$ cat config.mk
export PLATFORM = sky130hd
export DESIGN_NAME = puf_ff_arbiter_chain
export DESIGN_NICKNAME = d
export VERILOG_FILES = /design/src/rtl/puf_ff_pkg.sv /design/src/rtl/puf_ff_route.sv /design/src/rtl/puf_stage_delay.sv /design/src/rtl/puf_ff_arbiter_chain.sv
export SDC_FILE = /design/constraint.sdc
export NUM_CORES = 1
export LEC_CHECK = 0
export BUFFER_PORTS_ARGS = -buffer_cell sky130_fd_sc_hd__clkbuf_2
export CAP_MARGIN = 20
export CORE_ASPECT_RATIO = 1.2
export CORE_MARGIN = 2
export CORE_UTILIZATION = 60
export DETAILED_ROUTE_END_ITERATION = 7
export HOLD_SLACK_MARGIN = 0.03
export PLACE_DENSITY = 0.88
export SLEW_MARGIN = 5
export SYNTH_ARGS = -nofsm -noshare
export SYNTH_HDL_FRONTEND = slang
export SYNTH_SLANG_ARGS = --single-unit
$ cat constraint.sdc
create_clock -name clk_i -period 9.5 [get_ports clk_i]
set_clock_uncertainty 0.05 [all_clocks]
set_input_delay 0.475 -clock clk_i [delete_from_list [all_inputs] [get_ports clk_i]]
set_output_delay 0.475 -clock clk_i [all_outputs]
set_load 0.01 [all_outputs]
$ cat src/rtl/puf_ff_pkg.sv
package puf_ff_pkg;

  typedef enum logic [1:0] {
    TOPO_PLAIN    = 2'd0,
    TOPO_OVERLAP  = 2'd1,
    TOPO_CASCADE  = 2'd2,
    TOPO_SEPARATE = 2'd3
  } topo_e;

  typedef struct packed {
    topo_e topo;
    logic  modified;
  } ffcfg_t;

  // Code 3'b100 has no meaning and is folded onto the plain chain.
  function automatic ffcfg_t decode_cfg(input logic [2:0] code);
    ffcfg_t c;
    c.topo     = topo_e'(code[1:0]);
    c.modified = (code[1:0] == 2'd0) ? 1'b0 : code[2];
    return c;
  endfunction

  function automatic int span_width(input ffcfg_t c);
    return c.modified ? 2 : 1;
  endfunction

  // Stage after which feed-forward arbiter k samples the difference.
  function automatic int tap_stage(input ffcfg_t c, input int k);
    int w;
    w = span_width(c);
    case (c.topo)
      TOPO_OVERLAP:  return 1 + k * w;
      TOPO_CASCADE:  return 1 + 2 * k * w;
      TOPO_SEPARATE: return 1 + k * (2 * w + 1);
      default:       return 0;
    endcase
  endfunction

  // First stage whose select is driven by arbiter k.
  function automatic int dest_stage(input ffcfg_t c, input int k);
    return tap_stage(c, k) + span_width(c) + 1;
  endfunction

  function automatic int active_stages(input ffcfg_t c, input int n_chal, input int n_ff);
    if (c.topo == TOPO_PLAIN) return n_chal;
    return n_chal + span_width(c) * n_ff;
  endfunction

endpackage

$ cat src/rtl/puf_ff_route.sv
module puf_ff_route
  import puf_ff_pkg::*;
#(
  parameter int N_FF  = 2,
  parameter int STG_W = 4,
  localparam int FFI_W = (N_FF > 1) ? $clog2(N_FF) : 1
) (
  input  ffcfg_t             cfg,
  input  logic [STG_W-1:0]   stage,
  output logic               is_ff,
  output logic [FFI_W-1:0]   ff_idx,
  output logic [N_FF-1:0]    tap_hit
);

  logic [N_FF-1:0] dest_hit;
  logic            ff_on;

  assign ff_on = (cfg.topo != TOPO_PLAIN);

  for (genvar k = 0; k < N_FF; k++) begin : g_path
    assign tap_hit[k]  = ff_on && (int'(stage) == tap_stage(cfg, k));
    assign dest_hit[k] = ff_on && (int'(stage) >= dest_stage(cfg, k)) &&
                         (int'(stage) < dest_stage(cfg, k) + span_width(cfg));
  end

  always_comb begin
    is_ff  = |dest_hit;
    ff_idx = '0;
    for (int k = 0; k < N_FF; k++) begin
      if (dest_hit[k]) ff_idx = FFI_W'(k);
    end
  end

endmodule

$ cat src/rtl/puf_stage_delay.sv
module puf_stage_delay #(
  parameter int N_STG = 12,
  parameter int DW    = 8,
  parameter int STG_W = 4,
  parameter logic [N_STG*DW-1:0] STRAIGHT = '0,
  parameter logic [N_STG*DW-1:0] CROSS    = '0
) (
  input  logic [STG_W-1:0]     stage,
  input  logic                 sel,
  output logic signed [DW-1:0] delta
);

  logic signed [DW-1:0] st_a [N_STG];
  logic signed [DW-1:0] cr_a [N_STG];

  for (genvar s = 0; s < N_STG; s++) begin : g_stg
    assign st_a[s] = STRAIGHT[s*DW +: DW];
    assign cr_a[s] = CROSS[s*DW +: DW];
  end

  always_comb begin
    delta = '0;
    for (int s = 0; s < N_STG; s++) begin
      if (int'(stage) == s) delta = sel ? cr_a[s] : st_a[s];
    end
  end

endmodule

$ cat src/rtl/puf_ff_arbiter_chain.sv
module puf_ff_arbiter_chain
  import puf_ff_pkg::*;
#(
  parameter int N_CHAL = 8,
  parameter int N_FF   = 2,
  parameter int DW     = 8,
  parameter logic [(N_CHAL+2*N_FF)*DW-1:0] DLY_STRAIGHT = 96'h05_FB_02_FE_06_FD_01_04_FC_03_FF_02,
  parameter logic [(N_CHAL+2*N_FF)*DW-1:0] DLY_CROSS    = 96'hFD_04_FA_02_01_FE_05_FC_03_FF_06_FB
) (
  input  logic              clk_i,
  input  logic              rst_i,
  input  logic              start_i,
  input  logic [N_CHAL-1:0] chal_i,
  input  logic [2:0]        cfg_i,
  output logic              resp_o,
  output logic              done_o
);

  localparam int N_STG = N_CHAL + 2 * N_FF;
  localparam int STG_W = $clog2(N_STG + 1);
  localparam int FFI_W = (N_FF > 1) ? $clog2(N_FF) : 1;
  localparam int ACC_W = DW + $clog2(N_STG) + 2;

  logic                    busy_q;
  logic [STG_W-1:0]        stage_q, last_q;
  logic [N_CHAL-1:0]       chal_q;
  ffcfg_t                  cfg_q;
  logic signed [ACC_W-1:0] diff_q;
  logic [N_FF-1:0]         ffbit_q;
  logic                    resp_q, done_q;

  logic                    is_ff;
  logic [FFI_W-1:0]        ff_idx;
  logic [N_FF-1:0]         tap_hit;
  logic                    sel;
  logic signed [DW-1:0]    delta;
  logic signed [ACC_W-1:0] delta_x, diff_nxt;
  logic                    top_wins;
  ffcfg_t                  cfg_new;

  puf_ff_route #(.N_FF(N_FF), .STG_W(STG_W)) route_i (
    .cfg     (cfg_q),
    .stage   (stage_q),
    .is_ff   (is_ff),
    .ff_idx  (ff_idx),
    .tap_hit (tap_hit)
  );

  // Straight or crossed select: feed-forward decision wins over the challenge.
  assign sel = is_ff ? ffbit_q[ff_idx] : chal_q[0];

  puf_stage_delay #(
    .N_STG(N_STG), .DW(DW), .STG_W(STG_W),
    .STRAIGHT(DLY_STRAIGHT), .CROSS(DLY_CROSS)
  ) delay_i (
    .stage (stage_q),
    .sel   (sel),
    .delta (delta)
  );

  assign delta_x  = ACC_W'(delta);
  assign diff_nxt = sel ? (delta_x - diff_q) : (diff_q + delta_x);
  assign top_wins = diff_nxt < 0;
  assign cfg_new  = decode_cfg(cfg_i);

  always_ff @(posedge clk_i) begin
    if (rst_i) begin
      busy_q  <= 1'b0;
      stage_q <= '0;
      last_q  <= '0;
      chal_q  <= '0;
      cfg_q   <= '{topo: TOPO_PLAIN, modified: 1'b0};
      diff_q  <= '0;
      ffbit_q <= '0;
      resp_q  <= 1'b0;
      done_q  <= 1'b0;
    end else begin
      done_q <= 1'b0;
      if (!busy_q) begin
        if (start_i) begin
          busy_q  <= 1'b1;
          stage_q <= '0;
          chal_q  <= chal_i;
          cfg_q   <= cfg_new;
          last_q  <= STG_W'(active_stages(cfg_new, N_CHAL, N_FF) - 1);
          diff_q  <= '0;
          ffbit_q <= '0;
          resp_q  <= 1'b0;
        end
      end else begin
        diff_q  <= diff_nxt;
        stage_q <= stage_q + 1'b1;
        if (!is_ff) chal_q <= chal_q >> 1;
        for (int k = 0; k < N_FF; k++) begin
          if (tap_hit[k]) ffbit_q[k] <= top_wins;
        end
        if (stage_q == last_q) begin
          busy_q <= 1'b0;
          resp_q <= top_wins;
          done_q <= 1'b1;
        end
      end
    end
  end

  assign resp_o = resp_q;
  assign done_o = done_q;

endmodule

# Word level (Yosys, flattened, before mapping)

Cells that the tools add are included.

Word-level logic and storage cells: 132
Memory bits (read-only): 0
Register bits: 38
RAM bits: 0
Latch bits: 0
Memories: 0

Order comparisons: 6
Divide/modulo/power cells: 0
Add/sub/neg operators: 14
Eq/ne operators: 21
Bitwise gates (word level): 1
Shifts and indexed selects: 0
Multiplexer cells: 61
Reduce and logical (&&, ||, !) cells: 18
Multipliers: 0

Operators by type and width:

| operator                                                                 | count |
|---|---|
| 8-bit two-way mux                                                        | 24 |
| 32-bit one-hot mux with 3 select lines                                   | 1 |
| 2-bit by 32-bit adder with 32-bit output (first input constant)          | 2 |
| 32-bit by 2-bit adder with 32-bit output (second input constant)         | 2 |
| 32-bit adder                                                             | 2 |
| 5-bit by 32-bit greater-or-equal comparator with 1-bit output            | 2 |
| 5-bit by 32-bit < comparator with 1-bit output                           | 2 |
| 14-bit two-way mux                                                       | 3 |
| 32-bit by 3-bit adder with 32-bit output                                 | 1 |
| 4-bit == test (second input constant)                                    | 8 |
| 5-bit by 32-bit == test with 1-bit output                                | 1 |
| 4-bit two-way mux                                                        | 7 |
| 1-bit two-way mux                                                        | 19 |
| 14-bit by 8-bit adder with 14-bit output                                 | 1 |
| 14-bit by 1-bit < comparator with 1-bit output (second input constant)   | 1 |
| 8-bit by 14-bit subtractor with 14-bit output                            | 1 |
| 2-bit two-way mux                                                        | 5 |
| 2-bit AND reduction                                                      | 5 |
| 4-bit by 3-bit == test with 1-bit output (second input constant)         | 2 |
| 1-bit logical AND                                                        | 6 |
| 3-bit two-way mux                                                        | 2 |
| 2-bit by 1-bit inequality test with 1-bit output (second input constant) | 3 |
| 3-bit by 1-bit adder with 4-bit output (second input constant)           | 1 |
| 4-bit by 1-bit adder with 4-bit output (second input constant)           | 1 |
| 16 further kinds                                                         | 19 |

# Depth between registers and ports, before layout

Gate-level depths: netlist (run 1).

Word-level depth: 31
Mapped depth: 31
Depth with buffers taken out: 29

# By module

A second synthesis (run 1) with hierarchy kept.

Cell total of the unflattened synthesis: 404
Area total of the unflattened synthesis: 3285.7 sq um

By module, submodules not included:

| module               | seq. area each (sq um) | area each (sq um) | instances | cells each |
|---|---|---|---|---|
| puf_ff_arbiter_chain | 760.7                  | 2372.3            | 1         | 290 |
| puf_ff_route         | 0.0                    | 658.1             | 1         | 79 |
| puf_stage_delay      | 0.0                    | 255.2             | 1         | 35 |

# Worst setup path after synthesis (run 1)

Ideal clock, no wire load.

Path kind: register -> register
Start: register cfg_q[0] (netlist bit)
End: register diff_q[13]
Slack: 2.916 ns
Arrival: 6.472 ns
Stages on the path, launching flop included: 26
Buffers on the path: 1
Period minus slack after synthesis: 6.584 ns
Path through: dfxtp_1 -> buf_2 -> nand2_1 -> mux2_2 -> ha_1 -> xnor2_1 -> xnor2_1 -> inv_1 -> fa_1 -> xnor2_1 -> ha_1 -> o21a_1 -> o221ai_1 -> and3_1 -> o31ai_4 -> mux2i_1 -> a221oi_2 -> o31ai_1 -> ha_1 -> o21ai_1 -> a21o_1 -> a21oi_1 -> or4_1 -> a41o_1 -> or4_1 -> nand3_1

Word-level cells in the longest chain between the ends: 29
Elaborated cells on any way between the ends: 52

Ends and longest elaborated chain:

| item                                                                                                      | line                                   | text |
|---|---|---|
| from (decl)                                                                                               | puf_ff_arbiter_chain.sv:27             | `ffcfg_t cfg_q;` |
| from (signal assigned)                                                                                    | puf_ff_arbiter_chain.sv:72             | `cfg_q <= '{topo: TOPO_PLAIN, modified: 1'b0};` |
| from (signal assigned)                                                                                    | puf_ff_arbiter_chain.sv:84             | `cfg_q <= cfg_new;` |
| 2-bit two-way mux (*)                                                                                     | puf_ff_pkg.sv:24                       | `return c.modified ? 2 : 1;` |
| 3-bit by 1-bit adder with 4-bit output                                                                    | -                                      |  |
| 2-bit by 32-bit adder with 32-bit output                                                                  | puf_ff_pkg.sv:34                       | `TOPO_SEPARATE: return 1 + k * (2 * w + 1);` |
| 32-bit one-hot mux with 3 select lines                                                                    | puf_ff_pkg.sv:31                       | `case (c.topo)` |
| 32-bit adder                                                                                              | puf_ff_pkg.sv:41                       | `return tap_stage(c, k) + span_width(c) + 1;` |
| 32-bit by 2-bit adder with 32-bit output                                                                  | puf_ff_pkg.sv:41                       |  |
| 32-bit adder or 5-bit by 32-bit greater-or-equal comparator with 1-bit output (tied branches)             | puf_ff_route.sv:23, puf_ff_route.sv:22 |  |
| 5-bit by 32-bit < comparator with 1-bit output or 1-bit logical AND (tied branches)                       | puf_ff_route.sv:23, puf_ff_route.sv:22 |  |
| 1-bit logical AND                                                                                         | puf_ff_route.sv:22                     | `assign dest_hit[k] = ff_on && (int'(stage) >= dest_stage(cfg, k)) &&` |
| 1-bit two-way mux                                                                                         | puf_ff_route.sv:30                     | `if (dest_hit[k]) ff_idx = FFI_W'(k);` |
| 1-bit two-way mux (not written as such) (2 in series)                                                     | puf_ff_arbiter_chain.sv:50             | `assign sel = is_ff ? ffbit_q[ff_idx] : chal_q[0];` |
| 1-bit two-way mux (*)                                                                                     | puf_ff_arbiter_chain.sv:50             |  |
| 8-bit two-way mux (13 in series)                                                                          | puf_stage_delay.sv:24                  | `if (int'(stage) == s) delta = sel ? cr_a[s] : st_a[s];` |
| 14-bit by 8-bit adder with 14-bit output or 8-bit by 14-bit subtractor with 14-bit output (tied branches) | puf_ff_arbiter_chain.sv:62             | `assign diff_nxt = sel ? (delta_x - diff_q) : (diff_q + delta_x);` |
| 14-bit two-way mux (*)                                                                                    | puf_ff_arbiter_chain.sv:62             |  |
| 14-bit two-way mux (*)                                                                                    | puf_ff_arbiter_chain.sv:79             | `if (!busy_q) begin` |
| to (signal assigned)                                                                                      | puf_ff_arbiter_chain.sv:91             | `diff_q <= diff_nxt;` |
| to (decl)                                                                                                 | puf_ff_arbiter_chain.sv:28             | `logic signed [ACC_W-1:0] diff_q;` |

Every way passes the cells marked *; elsewhere a longest branch is shown, timed or not. The select of a mux whose other input is x is not followed.
A chain may end at the register's enable or synchronous reset.

# Worst setup path in the final report (run 1)

Start: register cfg_q[0] (netlist bit)
End: register ffbit_q[0]

Word-level cells in the longest chain between the ends: 31
Elaborated cells on any way between the ends: 54

Ends and longest elaborated chain:

| item                                                                                                      | line                                   | text |
|---|---|---|
| 2-bit two-way mux (*)                                                                                     | puf_ff_pkg.sv:24                       |  |
| 3-bit by 1-bit adder with 4-bit output                                                                    | -                                      |  |
| 2-bit by 32-bit adder with 32-bit output                                                                  | puf_ff_pkg.sv:34                       |  |
| 32-bit one-hot mux with 3 select lines                                                                    | puf_ff_pkg.sv:31                       |  |
| 32-bit adder                                                                                              | puf_ff_pkg.sv:41                       |  |
| 32-bit by 2-bit adder with 32-bit output                                                                  | puf_ff_pkg.sv:41                       |  |
| 32-bit adder or 5-bit by 32-bit greater-or-equal comparator with 1-bit output (tied branches)             | puf_ff_route.sv:23, puf_ff_route.sv:22 |  |
| 5-bit by 32-bit < comparator with 1-bit output or 1-bit logical AND (tied branches)                       | puf_ff_route.sv:23, puf_ff_route.sv:22 |  |
| [2 not listed]                                                                                            | -                                      |  |
| 1-bit two-way mux (not written as such) (2 in series)                                                     | puf_ff_arbiter_chain.sv:50             |  |
| 1-bit two-way mux (*)                                                                                     | puf_ff_arbiter_chain.sv:50             |  |
| 8-bit two-way mux (13 in series)                                                                          | puf_stage_delay.sv:24                  |  |
| 14-bit by 8-bit adder with 14-bit output or 8-bit by 14-bit subtractor with 14-bit output (tied branches) | puf_ff_arbiter_chain.sv:62             |  |
| 14-bit two-way mux (*)                                                                                    | puf_ff_arbiter_chain.sv:62             |  |
| 14-bit by 1-bit < comparator with 1-bit output (*)                                                        | puf_ff_arbiter_chain.sv:63             | `assign top_wins = diff_nxt < 0;` |
| 1-bit two-way mux (*)                                                                                     | puf_ff_arbiter_chain.sv:95             | `if (tap_hit[k]) ffbit_q[k] <= top_wins;` |
| 2-bit two-way mux (*)                                                                                     | puf_ff_arbiter_chain.sv:79             |  |
| to (signal, indexed assignment)                                                                           | puf_ff_arbiter_chain.sv:95             |  |
| to (decl)                                                                                                 | puf_ff_arbiter_chain.sv:29             | `logic [N_FF-1:0] ffbit_q;` |

Marks and branches as above.

==> results of run 1 <==
-- area by class of cell --
cell class / count / area, um2 / area share
inverters: 24 / 90.1 / 0.0239
well taps: 80 / 100 / 0.0265
multi-input cells: 373 / 2590 / 0.688
clock inverters: 3 / 68.8 / 0.0182
repair buffers: 17 / 90.1 / 0.0239
flip-flops and latches: 38 / 761 / 0.202
clock buffers: 5 / 68.8 / 0.0182
-- kinds of logic after synthesis --
| group | synth area share |
|---|---|
| flops | 0.214 |
| simple gates | 0.242 |
| xor+xnor | 0.0740 |
| fa+ha+maj | 0.145 |
| buf+inv | 0.0553 |
| mux | 0.0345 |
| compound gates | 0.235 |
-- synthesized netlist by cell type, types with 3 or more instances --
cell      number
xnor2_1       17
nand2b_1       6
dfxtp_1       38
ha_1          38
nand3_1       17
nor3b_1       12
o21a_1         6
nand3b_1       5
o22ai_1        3
mux2i_1       10
o21ai_0       17
a211oi_1      12
or4b_1         3
xor2_1        13
clkbuf_1      20
nand2_1       28
a21o_1         6
nand4_1        5
or3_1          8
nor2_1        57
inv_1         24
a21oi_1       34
o31ai_1        7
nor3_1        12
buf_1          3
nor2b_1        8
o31a_1         4
o211ai_1       4
a211o_1        3
-- per-stage QoR --
stage          instances  power (W)
2_1_floorplan        461   0.000768
3_5_place_dp         532   0.000881
3_3_place_gp         532   0.000856
5_1_grt              540    0.00116
4_1_cts              540    0.00105
6_report             540    0.00106
-- placed cells by master, fill, tap and decap left out, types with 6 or more instances in the layout --
cell type  instances
ha_1              38
xnor2_1           17
o21ai_0           17
or3_1              8
o31ai_1            7
inv_1             24
o21a_1             6
clkbuf_2          15
a21oi_1           34
nand2b_1           6
nor3b_1           12
a211oi_1          12
nand3_1           17
a21o_1             6
nor3_1            12
mux2i_1           10
dfxtp_1           38
nand2_1           28
xor2_1            13
nor2b_1            8
nor2_1            57
-- worst max-delay path, delay by kind of cell (launching register included) --
family / cells / cell delay (ns)
compound gates: 10 / 2.42
xor+xnor: 3 / 0.52
fa+ha+maj: 4 / 1.04
buf+inv: 1 / 0.11
flops: 1 / 0.67
mux: 1 / 0.29
simple gates: 7 / 2.02
-- worst max-delay path by stage --
stage,end,cells past startpoint
2_1_floorplan,diff_q[13]$_SDFFE_PP0P_,25
3_3_place_gp,diff_q[13]$_SDFFE_PP0P_,26
3_5_place_dp,diff_q[13]$_SDFFE_PP0P_,26
4_1_cts,diff_q[13]$_SDFFE_PP0P_,26
5_1_grt,diff_q[13]$_SDFFE_PP0P_,26
6_report,ffbit_q[0]$_SDFFE_PP0P_,26
-- power groups by stage --
| stage | logic [W] | clock network [W] | registers, W |
|---|---|---|---|
| global placement | 0.000634 | 0 | 0.000222 |
| finish | 0.000669 | 0.000169 | 0.000221 |
| CTS | 0.000664 | 0.000171 | 0.000220 |
| detailed placement | 0.000657 | 0 | 0.000223 |
| floorplan | 0.000557 | 0 | 0.000211 |
| global route | 0.000755 | 0.000177 | 0.000225 |
-- state kept, by name, indices dropped and copies added (netlist names) --
register	cells
ffbit_q	2
cfg_q	3
resp_o	1
last_q	4
busy_q	1
stage_q	4
done_o	1
chal_q	8
diff_q	14
-- metal layers --
layer,up-vias,track usage,share of wire
met5,-,0,0
met4,0,0.0731,0.021
met3,16,0.0387,0.048
met2,109,0.476,0.51
met1,1541,0.312,0.42
li1,1660,-,-
==> summary.md, run 1 <==
| Metric | Value |
|---|---|
| Outcome | `completed` |
| Slowest CP cell | `dfxtp_1` |
| MaxCap Viol Count | `0` |
| Htree depth | `2` |
| Share of flip-flops with an asynchronous set or reset | `0` |
| Reg2reg end | `ffbit_q[0]$_SDFFE_PP0P_` |
| Final setup violation count | `0` |
| Fmax | `0.140 GHz` |
| Post-route clock period utilization | `0.754` |
| Via density | `6.16` |
| Post-CTS Setup Bufs | `0` |
| Syn Std Cell Area | `3550 um2` |
| Core box area | `5710 um2` |
| Die Wd | `74.2 um` |
| Row count | `30` |
| Post-Route Setup TNS | `0 ns` |
| Max stage delay on crit path | `0.67 ns` |
| Detailed Place HPWL | `5790 um` |
| Largest net degree at the start of global routing | `46` |
| Routed WL | `7950 um` |
| Min-Delay Path Class | `in2reg` |
| Reg2reg start | `cfg_q[0]$_SDFFE_PP0P_` |
| Hold path endpoint | `cfg_q[2]$_SDFFE_PP0P_` |
| Switching pwr | `0.000465 W` |
| Clock latency on the worst-skew pair | `0.30 ns` |
| Critical Path Fanout Max | `15` |
| Comb pwr share | `0.632` |
| Crit Path Class | `reg2reg` |
| Pre-CTS WS | `2.41 ns` |
| DRC | `0` |
| Yosys top cell by area | `dfxtp_1` |
| Critical Path RT | `9.69 ns` |
| Post-CTS resize count | `0` |
| Synth Register Bits | `38` |
| First-pass GRT wire length | `13700 um` |
| IO Port Bufs | `15` |
| Max IR drop VDD | `0.000244 V` |
| Final Hold Vio Count | `0` |
| Initial antenna violation count | `0` |
| Count of different cell masters after synthesis | `60` |
| Hold Path Stages | `3` |
| Power Dens Cells | `281 nW/um2` |
| Initial DRC count | `200` |
| Setup slack, reg-to-reg | `2.33 ns` |
| Drt first pass iters | `5` |
| Register area share after synthesis | `0.214` |
| Layout cells sized above 1 | `0.0739` |
| Launch point of the worst hold path | `cfg_i[1]` |
| Cell internal pwr | `0.000594 W` |
| Util after Layout | `0.661` |
| Nets | `513` |
| Initial Utilization | `0.622` |
| Hold-fix buffers, CTS | `0` |
| Crit path from | `cfg_q[0]$_SDFFE_PP0P_` |
| CTS Root Cell | `clkbuf_8` |
| Switch share | `0.439` |
| Ant diodes | `0` |
| Clock power frac | `0.159` |
| Number of enable flip-flop cells after synthesis | `0` |
| Part of the power in registers | `0.209` |
| Clock Pin Slew Worst Setup and Hold Paths | `0.08 ns` |
| Worst Reg2Reg Path Length in Cells | `26` |
| Worst path arrival time | `7.36 ns` |
| CP Capture Type | `register` |
| Fill count | `487` |
| Vias | `3326` |
| IO Pins | `16` |
| Final min period | `7.17 ns` |
| Post-DRT Antenna Nets | `0` |
| Largest cells by area after synthesis | `dfxtp_1 (21%), ha_1 (13%), nor2_1 (6.0%), a21oi_1 (4.8%), xnor2_1 (4.2%)` |
| Layout overhead on the synthesized area | `6.24%` |
| Clk buf depth | `2` |
| Syn nets | `515` |
| GRT Util Overall | `0.260` |
| Num CTS Buffers | `5` |
| Die Y | `88.3 um` |
| Worst slew margin | `0.328` |
| Syn Area/Cell | `7.70 um2` |
| Static Leakage | `1.59 nW` |
| Global route total overflow | `0` |
| Yosys warnings | `0` |
| Top cell type's share of synthesized area | `0.214` |
| Post-route cell area | `3770 um2` |
| Vias in the first global route | `3178` |
| Slew @ Worst Pin | `1.00 ns` |
| Post-route setup slack | `2.33 ns` |
| Placed inst area | `3630 um2` |
| Final hold slack | `0.359 ns` |
| Routed WL per cell | `14.7 um` |
| Slew Viols, Final | `0` |
| Startpoint types | `register` |
| Die area | `6550 um2` |
| Total clock sinks | `38` |
| Post-Synthesis Cells | `461` |
| Most used DFF post-synth | `dfxtp_1` |
| GP Congestion | `0.883` |
| CTS tree | `built` |
| RSZ-0062 raised after global routing | `no` |
No activity file was read; power rests on OpenSTA's default activity.
==> run 2: changes to the inputs <==
clock period = 6.9 ns   (was 9.5 ns; I/O delays follow)
==> run 2 against run 1 <==
- hold slack lost 0.12 ns
- cell area grew 0.86%
- routed wire length grew 2.7%
==> summary.md, run 2 (synthesized netlist as in run 1, its figures left out) <==
| Metric | Value |
|---|---|
| Final Hold Vio Count | `0 (unchanged)` |
| Critical Path Fanout Max | `9 (-6)` |
| Hold-fix buffers, CTS | `0 (unchanged)` |
| DRC | `0 (unchanged)` |
| CP delay by family, top | `simple AND/OR/NAND/NOR gates` |
| CTS tree | `built` |
| Slew @ Worst Pin | `0.967 ns (-0.0353 ns)` |
| Nets | `518 (+0.97%)` |
| Clock latency on the worst-skew pair | `0.29 ns (about the same)` |
| MaxCap Viol Count | `0 (unchanged)` |
| Die Y | `88.3 um (unchanged)` |
| Post-route clock period utilization | `0.951 (+0.196)` |
| Fmax | `0.152 GHz (+9.3%)` |
| Fill count | `493 (+1.2%)` |
| Core box area | `5710 um2 (unchanged)` |
| GRT Util Overall | `0.270 (+0.0101)` |
| CP Capture Type | `register` |
| Drt first pass iters | `4 (-1)` |
| Tot Pwr | `0.00144 W (+36%)` |
| Die Wd | `74.2 um (unchanged)` |
| Total clock sinks | `38 (unchanged)` |
| Most common cell after layout, fill and taps aside | `nor2_1` |
| Startpoint types | `register` |
| IO Port Bufs | `15 (unchanged)` |
| Worst path arrival time | `6.75 ns (-0.61 ns)` |
| Max stage delay on crit path | `0.58 ns (-0.09 ns)` |
| Min-Delay Path Class | `in2reg` |
| First-pass GRT wire length | `14100 um (+3.2%)` |
| Post-DRT Antenna Nets | `0 (unchanged)` |
| Vias in the first global route | `3138 (-1.3%)` |
| Post-route setup slack | `0.341 ns (-1.99 ns)` |
| GP Congestion | `0.957 (+8.3%)` |
| Slowest CP cell | `or4_1` |
| Initial antenna violation count | `0 (unchanged)` |
| Largest register FFs | `14 (unchanged)` |
| CTS Root Cell | `clkbuf_8` |
| Biggest regs | `diff_q: 14 flops, chal_q: 8 flops` |
| Reg with most FFs | `diff_q` |
| Pre-CTS WS | `0.127 ns (-2.28 ns)` |
| Final Non-Filler Cells | `544 (+0.74%)` |
| Layout cells sized above 1 | `0.0927 (+0.0188)` |
| Critical Path RT | `7.09 ns (-2.60 ns)` |
| Buffers & Inverters on Critical Path | `1 (unchanged)` |
| Final min period | `6.56 ns (-0.608 ns)` |
| Global route total overflow | `0 (unchanged)` |
| Worst slew margin | `0.351 (+0.0237)` |
| Initial DRC count | `188 (-6.0%)` |
| Placed Cells | `537 (+0.94%)` |
| Largest net degree at the start of global routing | `45 (-2.2%)` |
| Clk buf depth | `2 (unchanged)` |
| Num CTS Buffers | `5 (unchanged)` |
| Post-Route Setup TNS | `0 ns (unchanged)` |
| Routed WL | `8160 um (+2.7%)` |
| Multi-input logic area | `2610 um2 (+0.63%)` |
| Die area | `6550 um2 (unchanged)` |
| Commonest cells after routing, fill and taps aside | `nor2_1 (57), ha_1 (38), dfxtp_1 (37)` |
| Outcome | `completed` |
| IO Pins | `16 (unchanged)` |
| Final setup violation count | `0 (unchanged)` |
| Ant diodes | `0 (unchanged)` |
| Clock Pin Slew Worst Setup and Hold Paths | `0.08 ns (about the same)` |
| Vias | `3339 (+0.39%)` |
| Detailed Place HPWL | `5870 um (+1.5%)` |
| Power Dens Cells | `379 nW/um2 (+35%)` |
| Via density | `6.14 (-0.35%)` |
| Initial Utilization | `0.622 (unchanged)` |
| Routed WL per cell | `15.0 um (+1.9%)` |
| Max IR drop VDD | `0.000376 V (+54%)` |
| Layout overhead on the synthesized area | `7.15%` |
| Htree depth | `2 (unchanged)` |
| Row count | `30 (unchanged)` |
| Crit Path Class | `reg2reg` |
| Slew Viols, Final | `0 (unchanged)` |
| Sequential Area | `764 um2 (+0.49%)` |
| Static Leakage | `1.60 nW (+0.83%)` |
[run 2: cell types whose count changed in the layout (fill, tap and decap cells not counted), sizes merged]
cell    change
buf         +5
bufinv      -1
clkbuf      +1
clkinv      -1
[run 2: layer usage]
layer	wire (um)	global-route usage
met1	3520	0.329
met2	4150	0.482
met3	311	0.0353
met4	180	0.0990
met5	0	0
[run 2: final timing paths]
path | start | to | slack, ns | cells past startpoint
worst min-delay path | cfg_i[1] | cfg_q[2]$_SDFFE_PP0P_ | 0.24 | 3
worst max-delay path | cfg_q[1]$_SDFFE_PP0P_ | ffbit_q[0]$_SDFFE_PP0P_ | 0.34 | 26
worst min register to register | resp_o$_SDFFE_PP0P_ | resp_o$_SDFFE_PP0P_ | 0.42 | 2
worst max register to register | cfg_q[1]$_SDFFE_PP0P_ | ffbit_q[0]$_SDFFE_PP0P_ | 0.34 | 26
[run 2: through the flow]
stage	instance area (um2)	util	hold WS, ns
after detailed placement	3670	0.644	0.419
after global routing	3800	0.667	0.263
after CTS	3780	0.663	0.235
after global placement	3670	0.644	0.409
final	3800	0.667	0.242
after floorplan	3550	-	0.398
[run 2: power breakdown]
group | switching (W) | internal (W)
logic | 0.000519 | 0.000423
registers | 0.0000445 | 0.000258
clock network | 0.0000839 | 0.000116
[run 2: worst min-delay path: cells and delay by family]
kind | cells | cell delay [ns]
compound gates | 1 | 0.05
simple gates | 1 | 0.05
buf+inv | 1 | 0.09
[run 2: repair_timing]
action,in CTS,in global routing
buffers inserted,0,0
endpoints found under the setup margin,0,6
endpoints found under the hold margin,0,0
resized for setup,0,7
[run 2: area by class of cell]
cell class,count,share of cell area
inverter,24,0.0237
clock buffer,6,0.0217
sequential,38,0.201
clock inverter,1,0.00789
timing repair buffer,22,0.0335
multi-input combinational,373,0.686
tap,80,0.0263
==> run 3: changes to the inputs <==
clock period = 6.8 ns   (was 6.9 ns; I/O delays follow)
==> run 3 against run 2 <==
- cell area rose by 0.56%
- clock power down 19%
- sequential share of layout area is 0.18 points lower
- critical endpoint unchanged
- largest power group unchanged
==> summary.md, run 3 (synthesized netlist as in run 1, its figures left out) <==
| Metric | Value |
|---|---|
| Critical Path Fanout Max | `8 (-1)` |
| Slowest CP cell | `or4_4` |
| Layout overhead on the synthesized area | `7.75%` |
| Clock latency on the worst-skew pair | `0.29 ns (about the same)` |
| Commonest cells after routing, fill and taps aside | `nor2_1 (57), ha_1 (38), dfxtp_1 (37)` |
| Post-CTS resize count | `0 (unchanged)` |
| MaxCap Viol Count | `0 (unchanged)` |
| Via density | `6.21 (+1.2%)` |
| Post-route clock period utilization | `0.961 (+0.0104)` |
| Die Wd | `74.2 um (unchanged)` |
| Initial DRC count | `208 (+11%)` |
| Pre-CTS WS | `0.0760 ns (-0.0508 ns)` |
| CP most frequent cell | `ha_1` |
| Most common cell after layout, fill and taps aside | `nor2_1` |
| First-pass GRT wire length | `14300 um (+1.4%)` |
| Crit Path Class | `reg2reg` |
| CTS Root Cell | `clkbuf_8` |
| Vias in the first global route | `3352 (+6.8%)` |
| Global route total overflow | `0 (unchanged)` |
| Total clock sinks | `38 (unchanged)` |
| Post-CTS Setup Bufs | `0 (unchanged)` |
| Clock Pin Slew Worst Setup and Hold Paths | `0.07 ns (about the same)` |
| Initial Utilization | `0.622 (unchanged)` |
| Post-route setup slack | `0.266 ns (-0.0755 ns)` |
| Critical Path RT | `6.97 ns (-0.12 ns)` |
| Final Non-Filler Cells | `546 (+0.37%)` |
| Clk buf depth | `2 (unchanged)` |
| Vias | `3390 (+1.5%)` |
| Largest net degree at the start of global routing | `41 (-8.9%)` |
| Largest register FFs | `14 (unchanged)` |
| Core box area | `5710 um2 (unchanged)` |
| Drt first pass iters | `5 (+1)` |
| GRT Util Overall | `0.268 (-0.00189)` |
| Launch point of the worst hold path | `cfg_i[0]` |
| Static Leakage | `1.61 nW (about the same)` |
| Final setup violation count | `0 (unchanged)` |
| CTS tree | `built` |
| Final Hold Vio Count | `0 (unchanged)` |
| Worst path arrival time | `6.71 ns (-0.04 ns)` |
| Nets | `519 (+0.19%)` |
| Hold-fix buffers, CTS | `0 (unchanged)` |
| IO Pins | `16 (unchanged)` |
| Htree depth | `2 (unchanged)` |
| Placed Cells | `538 (+0.19%)` |
| Final hold slack | `0.233 ns (-0.00961 ns)` |
| Die Y | `88.3 um (unchanged)` |
| Slew @ Worst Pin | `1.04 ns (+0.0765 ns)` |
| Post-Route Setup TNS | `0 ns (unchanged)` |
| Detailed Place HPWL | `6090 um (+3.7%)` |
| IO Port Bufs | `15 (unchanged)` |
| Outcome | `completed` |
| Max IR drop VDD | `0.000419 V (+11%)` |
| Reg2reg start | `cfg_q[2]$_SDFFE_PP0P_` |
| Min-Delay Path Class | `in2reg` |
| Die area | `6550 um2 (unchanged)` |
| Crit path from | `cfg_q[2]$_SDFFE_PP0P_` |
| Routed WL per cell | `15.3 um (+1.8%)` |
| Tot Pwr | `0.00149 W (+2.9%)` |
| Layout cells sized above 1 | `0.105 (+0.0125)` |
| Max stage delay on crit path | `0.56 ns (-0.02 ns)` |
| Slew Viols, Final | `0 (unchanged)` |
| GP Congestion | `0.895 (-6.5%)` |
| CP Capture Type | `register` |
| Power Dens Cells | `388 nW/um2 (+2.3%)` |
| Routed WL | `8340 um (+2.2%)` |
| Initial antenna violation count | `0 (unchanged)` |
| Final min period | `6.53 ns (-0.0245 ns)` |
| DRC | `0 (unchanged)` |
| Post-DRT Antenna Nets | `0 (unchanged)` |
| Reg with most FFs | `diff_q` |
| Fmax | `0.153 GHz (+0.37%)` |
| Startpoint types | `register` |
| Biggest regs | `diff_q: 14 flops, chal_q: 8 flops` |
| Num CTS Buffers | `5 (unchanged)` |
| Worst slew margin | `0.300 (-0.0513)` |
| Row count | `30 (unchanged)` |
| Ant diodes | `0 (unchanged)` |
run 3: cell count changes in the layout (fill, tap and decap cells not counted), sizes merged:
cell / delta
clkinv: +1
buf: +1
bufinv: -1
clkinvlp: +1
run 3: per-stage QoR:
stage           util  area [um2]
6_report       0.671        3830
5_1_grt        0.671        3830
4_1_cts        0.662        3770
3_5_place_dp   0.645        3680
3_3_place_gp   0.645        3680
2_1_floorplan      -        3550
run 3: where the power goes:
group | switching [W] | leakage (nW) | internal (W) | total [W]
combinational | 0.000563 | 1.25 | 0.000456 | 0.00102
sequential | 0.0000424 | 0.312 | 0.000262 | 0.000305
clock | 0.0000808 | 0.0472 | 0.0000815 | 0.000162
total | 0.000686 | 1.61 | 0.000799 | 0.00149
run 3: critical path: cells and delay by family (launching register included):
kind                       cells  cell delay [ns]
and+or+nand+nor                7             2.22
buffers and inverters          2             0.18
AOI/OAI and AO/OA              9             1.80
xor gates and xnor gates       3             0.48
muxes                          1             0.35
DFF                            1             0.32
adders and majority gates      4             1.08
run 3: final timing paths:
path	to	slack (ns)	depth (start not counted)
worst max register to register	ffbit_q[0]$_SDFFE_PP0P_	0.27	26
worst min-delay path	cfg_q[1]$_SDFFE_PP0P_	0.23	3
worst max-delay path	ffbit_q[0]$_SDFFE_PP0P_	0.27	26
worst min register to register	resp_o$_SDFFE_PP0P_	0.42	2
run 3: area by class of cell:
class                   instances  area [um2]
multi-input cells             373        2640
clock inverters                 2        12.5
inverters                      24        90.1
well taps                      80         100
clock buffers                   6        82.6
repair buffers                 23         139
fillers                       477        1880
flip-flops and latches         38         762
run 3: layer usage:
| metal | part of all wire | vias to the layer above | track usage |
|---|---|---|---|
| li1 | - | 1667 | - |
| met1 | 0.43 | 1580 | 0.321 |
| met2 | 0.49 | 110 | 0.475 |
| met3 | 0.041 | 33 | 0.0342 |
| met4 | 0.033 | 0 | 0.119 |
| met5 | 0 | - | 0 |
